### src/rtl/dcc_pkg.sv
package dcc_pkg;

    typedef enum logic [3:0] {
        CMD_DESEL = 4'd0,
        CMD_NOP   = 4'd1,
        CMD_ACT   = 4'd2,
        CMD_RD    = 4'd3,
        CMD_WR    = 4'd4,
        CMD_PRE   = 4'd5,
        CMD_PREA  = 4'd6,
        CMD_RDA   = 4'd7,
        CMD_WRA   = 4'd8,
        CMD_MRS   = 4'd9,
        CMD_EMRS  = 4'd10,
        CMD_REF   = 4'd11,
        CMD_SREF  = 4'd12,
        CMD_BST   = 4'd13
    } cmd_e;

    typedef struct packed {
        logic ill;
        logic tim;
    } verdict_t;

    function automatic int max_i(input int a, input int b);
        return (a > b) ? a : b;
    endfunction

    function automatic logic is_col_rd(input cmd_e c);
        return (c == CMD_RD) || (c == CMD_RDA);
    endfunction

    function automatic logic is_col_wr(input cmd_e c);
        return (c == CMD_WR) || (c == CMD_WRA);
    endfunction

    function automatic logic is_modeset(input cmd_e c);
        return (c == CMD_MRS) || (c == CMD_EMRS);
    endfunction

    function automatic cmd_e decode_cmd(input logic cs_n, input logic ras_n,
                                        input logic cas_n, input logic we_n,
                                        input logic cke, input logic a10,
                                        input logic bs0);
        cmd_e c;
        if (cs_n) begin
            c = CMD_DESEL;
        end else begin
            unique case ({ras_n, cas_n, we_n})
                3'b011:  c = CMD_ACT;
                3'b010:  c = a10 ? CMD_PREA : CMD_PRE;
                3'b101:  c = a10 ? CMD_RDA : CMD_RD;
                3'b100:  c = a10 ? CMD_WRA : CMD_WR;
                3'b000:  c = bs0 ? CMD_EMRS : CMD_MRS;
                3'b001:  c = cke ? CMD_REF : CMD_SREF;
                3'b110:  c = CMD_BST;
                default: c = CMD_NOP;
            endcase
        end
        return c;
    endfunction

endpackage

### src/rtl/dcc_bank.sv
module dcc_bank
    import dcc_pkg::*;
#(
    parameter int CW       = 4,
    parameter int T_RCD_RD = 4,
    parameter int T_RCD_WR = 2,
    parameter int T_RP     = 4,
    parameter int T_RAS    = 9,
    parameter int T_RC     = 13,
    parameter int AP_DELAY = 4
) (
    input  logic     clk,
    input  logic     rst,
    input  logic     sel,
    input  cmd_e     cmd,
    output logic     active_o,
    output verdict_t verdict_o
);
    localparam int              APW    = $clog2(AP_DELAY + 1);
    localparam logic [CW-1:0]   SAT    = '1;
    localparam logic [CW-1:0]   LIM_RD = CW'(T_RCD_RD);
    localparam logic [CW-1:0]   LIM_WR = CW'(T_RCD_WR);
    localparam logic [CW-1:0]   LIM_RP = CW'(T_RP);
    localparam logic [CW-1:0]   LIM_RS = CW'(T_RAS);
    localparam logic [CW-1:0]   LIM_RC = CW'(T_RC);
    localparam logic [APW-1:0]  AP_LD  = APW'(AP_DELAY);

    logic            active_q;
    logic [CW-1:0]   act_cnt;
    logic [CW-1:0]   pre_cnt;
    logic            ap_pend;
    logic [APW-1:0]  ap_cnt;

    logic rd, wr, act, auto_pre, pre_hit, ap_fire;

    always_comb begin
        rd       = sel && is_col_rd(cmd);
        wr       = sel && is_col_wr(cmd);
        act      = sel && (cmd == CMD_ACT);
        auto_pre = (cmd == CMD_RDA) || (cmd == CMD_WRA);
        pre_hit  = (sel && (cmd == CMD_PRE)) || (cmd == CMD_PREA);
        ap_fire  = ap_pend && (ap_cnt == APW'(1));

        verdict_o.ill = ((rd || wr) && !active_q) || (act && active_q);
        verdict_o.tim = (rd && active_q && (act_cnt < LIM_RD))
                     || (wr && active_q && (act_cnt < LIM_WR))
                     || (act && !active_q && ((pre_cnt < LIM_RP) || (act_cnt < LIM_RC)))
                     || (pre_hit && active_q && (act_cnt < LIM_RS));
        active_o = active_q;
    end

    always_ff @(posedge clk) begin
        if (rst) begin
            active_q <= 1'b0;
            act_cnt  <= SAT;
            pre_cnt  <= SAT;
            ap_pend  <= 1'b0;
            ap_cnt   <= '0;
        end else begin
            act_cnt <= (act_cnt == SAT) ? SAT : act_cnt + 1'b1;
            pre_cnt <= (pre_cnt == SAT) ? SAT : pre_cnt + 1'b1;
            if (ap_pend) begin
                ap_cnt <= ap_cnt - 1'b1;
            end
            if (act && !active_q) begin
                active_q <= 1'b1;
                act_cnt  <= CW'(1);
            end else if (active_q && (pre_hit || ap_fire)) begin
                active_q <= 1'b0;
                pre_cnt  <= CW'(1);
                ap_pend  <= 1'b0;
            end else if ((rd || wr) && auto_pre && active_q) begin
                ap_pend <= 1'b1;
                ap_cnt  <= AP_LD;
            end
        end
    end
endmodule

### config.mk
export PLATFORM = sky130hd
export DESIGN_NAME = dcc_bank
export DESIGN_NICKNAME = d
export VERILOG_FILES = /design/src/rtl/dcc_pkg.sv /design/src/rtl/dcc_bank.sv
export SDC_FILE = /design/constraint.sdc
export NUM_CORES = 1
export LEC_CHECK = 0
export ABC_AREA = 1
export CAP_MARGIN = 40
export CORE_AREA = 2 2 39 41
export DETAILED_ROUTE_END_ITERATION = 8
export DIE_AREA = 0 0 41 43
export DONT_BUFFER_PORTS = 1
export PLACE_DENSITY = 0.77
export SETUP_SLACK_MARGIN = 0.02
export SYNTH_ARGS = -nofsm -noshare
export SYNTH_HDL_FRONTEND = slang
export SYNTH_SLANG_ARGS = --single-unit
### constraint.sdc
create_clock -name clk -period 2.4 [get_ports clk]
set_clock_uncertainty 0.05 [all_clocks]
set_input_delay 0.12 -clock clk [delete_from_list [all_inputs] [get_ports clk]]
set_output_delay 0.12 -clock clk [all_outputs]
set_load 0.03 [all_outputs]
## Yosys cells after proc, flatten, opt, wreduce, memory -nomap -nowiden

Cells that the tools add are included.

| word-level totals | value |
|---|---|
| register bits | 13 |
| output and inout port bits | 3 |
| word-level logic and storage cells | 72 |

| operators by class | value |
|---|---|
| add/sub/neg operators | 3 |
| $lt $le $gt $ge | 5 |
| eq/ne operators | 10 |
| multiplexer cells | 13 |
| bitwise gates (word level) | 1 |
| reductions and logical operators | 34 |

Operator list:

| cell | count |
|---|---|
| $mux 4 | 5 |
| $logic_and 1x1->1 | 18 |
| $eq 4x3->1 const B | 4 |
| $eq 4x4->1 const B | 3 |
| $mux 3 | 4 |
| $logic_or 1x1->1 | 11 |
| $add 4x1->4 const B | 2 |
| $eq 4x2->1 const B | 2 |
| $lt 4x3->1 const B | 2 |
| $lt 4x4->1 const B | 2 |
| $lt 4x2->1 const B | 1 |
| $mux 1 | 4 |
| $reduce_bool 2->1 | 2 |
| $eq 3x1->1 const B | 1 |
| $reduce_or 3->1 | 1 |
| $sub 3x1->3 const B | 1 |
| $reduce_and 2->1 | 1 |
| $logic_not 1->1 | 1 |
| $not 1->1 | 1 |

## Longest topological paths before layout

| logic depth | value |
|---|---|
| word-level depth | 9 |
| depth in mapped cells | 9 |
| mapped depth without buffers | 9 |

## Least setup slack after synthesis

OpenSTA, ideal clock, no wires.

| timing path | value |
|---|---|
| kind | register to output |
| start point | register active_q (netlist: active_o) |
| end point | output port verdict_o[1] in the netlist's numbering |
| arrival time | 1.232 ns |
| required time | 2.230 ns |
| setup slack | 0.998 ns |
| stages on the path, launching flop included | 3 |
| buffers on the path | 0 |
| path through | dfxtp_1 > inv_1 > a31oi_1 |

RTL lines:

| item | line | source |
|---|---|---|
| start, declared | dcc_bank.sv:28 | `logic active_q;` |
| start signal, assigned | dcc_bank.sv:54 | `active_q <= 1'b0;` |
| start signal, assigned | dcc_bank.sv:66 | `active_q <= 1'b1;` |
| start signal, assigned | dcc_bank.sv:69 | `active_q <= 1'b0;` |
| end, declared | dcc_bank.sv:17 | `output verdict_t verdict_o` |

==> out/results.tsv <==
metric	value	unit
met3 wire len	72	um
Final Hold Fails	0	
routability cong.	0.717	
Final ANT Viol Nets	0	
TritonCTS clock tree	done	
Warnings, synthesis	0	
share of layout cells above drive strength 1	10.1	%
Overall Global Routing Usage	18.8	%
H-tree Lvls	1	
worst-path cell chain	inv_1 > a31oi_1	
# IOs	10	
CP Max Fanout	5	
clock sinks	13	
final setup margin	0.643	ns
Hold Path Class	primary input to flop	
mean area per synthesized cell	6.82	um2
status	finished, final reports clean	
CP Launch Type	flop	
RSZ-0062 raised after global routing	no	
total grt overflow	0	
total wire length	1.35	mm
setup violators final	0	
Pwr Density	915	nW/um2
CP peak stage delay	0.58	ns
FP Rows	14	
Avg Vias per Cell	5.23	
Met2 Wirelength	637	um
Max clock buf depth	2	
worst skew pair latency	0.27	ns
critical path endpoint category	output port	
vias in the first global route	605	
Initial Util	56.1	%
Iteration-0 DRC Markers	15	
Die Area	1760	um2
clk slew on worst S/H paths	0.07	ns
final-stage net count	132	
first-pass GRT wire length	2.21	mm
uppermost routed layer	met4	
minimum clock period	1.76	ns
WHS	0.148	ns
post-route design area	833	um2
drt pass-1 iters	4	
die span in y	43	um
Num CTS Buffers	3	
CP required	2.23	ns
Crit Path Category	flop to output port	
Syn Nets	126	
Worst VDD drop	0.000576	V
Crit path max-delay family	flip-flops	
max_cap viols	0	
port buffer count	0	
M1 wire length	620	um
Post-Layout Cell Count	135	
largest net degree at the start of global routing	8	
DRC errors left	0	
slowest CP cell	dfxtp_1	
post-synthesis sequential area ratio	33.5	%
library cells used by synthesis	21	
Finished Core Util	60.2	%
Worst Setup Slack post-DPL	0.933	ns
WP data arrival	1.59	ns
cell count after synthesis	114	
Fmax	0.569	GHz
dpl cells	130	
Vias	706	
root buf cell	clkbuf_4	
Worst slew margin	52.0	%
wire per inst	9.99	um
area growth from synthesis to layout	7.25	%
diode count	0	
Setup TNS Final	0	ns
Post-DP HPWL	1.09	mm
worst-margin pin slew	0.716	ns
Leak Pwr	0.413	nW
Post-Syn Area	777	um2
Pwr Total	0.763	mW
Slew Limit Fails	0	
post-synthesis sequential element count	13	
Final Cycle Share	73.2	%
worst path bufs/invs	1	
Die Wd	41	um
initial antenna violation count	0	
area post-placement	797	um2
CORE AREA	1380	um2
cells by family after synthesis:
group | count (synthesis) | synth area share, %
AOI/OAI and AO/OA | 16 | 11.8
adders and majority gates | 5 | 8.05
DFF | 13 | 33.5
and+or+nand+nor | 58 | 33.3
xor gates and xnor gates | 4 | 4.51
buffers and inverters | 18 | 8.86
synth_stat cells (all sizes together):
| cell | n | share of area (%) |
|---|---|---|
| a21oi | 7 | 4.5 |
| a31oi | 1 | 0.81 |
| clkinv | 1 | 0.64 |
| dfxtp | 13 | 33 |
| ha | 5 | 8.1 |
| inv | 17 | 8.2 |
| nand2 | 29 | 15 |
| nand3 | 8 | 5.8 |
| nand3b | 1 | 0.97 |
| nand4 | 1 | 0.81 |
| nor2 | 17 | 9.2 |
| nor3 | 2 | 1.3 |
| o2111ai | 1 | 1.1 |
| o211ai | 1 | 0.97 |
| o21ai | 5 | 3.2 |
| o221ai | 1 | 1.1 |
| xnor2 | 2 | 2.3 |
| xor2 | 2 | 2.3 |
cell type report:
type / count / area [um2]
fillers: 129 / 551
multi-input cells: 83 / 448
flip-flops and latches: 13 / 260
inverters: 18 / 68.8
clock buffers: 4 / 26.3
well taps: 16 / 20.0
repair buffers: 1 / 10.0
per-layer routing:
| metal | track usage (%) | vias to the layer above |
|---|---|---|
| li1 | - | 375 |
| met1 | 22.1 | 311 |
| met2 | 29.7 | 16 |
| met3 | 6.28 | 4 |
| met4 | 8.00 | 0 |
| met5 | 0 | - |
report_power, final:
part	internal [mW]	leakage, nW	switching, mW
registers	0.280	0.107	0.0610
clock network	0.0644	0.0150	0.0624
logic	0.131	0.291	0.165
total	0.475	0.413	0.288
flip-flops by register name (all words and copies together), names as in the netlist:
| name | cells |
|---|---|
| ap_cnt | 3 |
| ap_pend | 1 |
| act_cnt | 4 |
| pre_cnt | 4 |
| active_o | 1 |
worst paths after layout:
kind / startpoint / end / slack [ns] / depth (start not counted)
min reg2reg: pre_cnt[0]$_SDFF_PP1_ / pre_cnt[0]$_SDFF_PP1_ / 0.39 / 1
max: active_o$_SDFFE_PP0P_ / verdict_o[1] / 0.64 / 2
max reg2reg: active_o$_SDFFE_PP0P_ / act_cnt[3]$_SDFF_PP1_ / 1.09 / 4
min: sel / ap_pend$_SDFFE_PP0P_ / 0.15 / 4
layout by cell type, fill, tap and decap left out:
cell type      instances
xnor2_1                2
nor2_2                 3
clkinv_2               1
nand2_2                4
a21oi_1                7
o211ai_1               1
o21ai_0                5
o221ai_1               1
inv_1                 17
clkbuf_4               3
nand4_1                1
nor2_1                14
nand2_1               25
a31oi_1                1
ha_1                   5
xor2_1                 2
clkbuf_1               1
nor3_1                 2
nand3_1                7
dlygate4sd3_1          1
nand3_2                1
dfxtp_1               13
nand3b_1               1
o2111ai_1              1
what timing repair did:
item,4_1_cts,5_1_grt
buffers inserted,0,0
endpoints found under the hold margin,12,0
resized for setup,0,0
hold buffers,1,0
worst register-to-register path, cell delays in order, from the launching register on:
cell,delay [ns]
dfxtp_1,0.58
inv_1,0.17
nand3_1,0.22
o221ai_1,0.16
nand2_1,0.07
No activity file was read; power rests on OpenSTA's default activity.
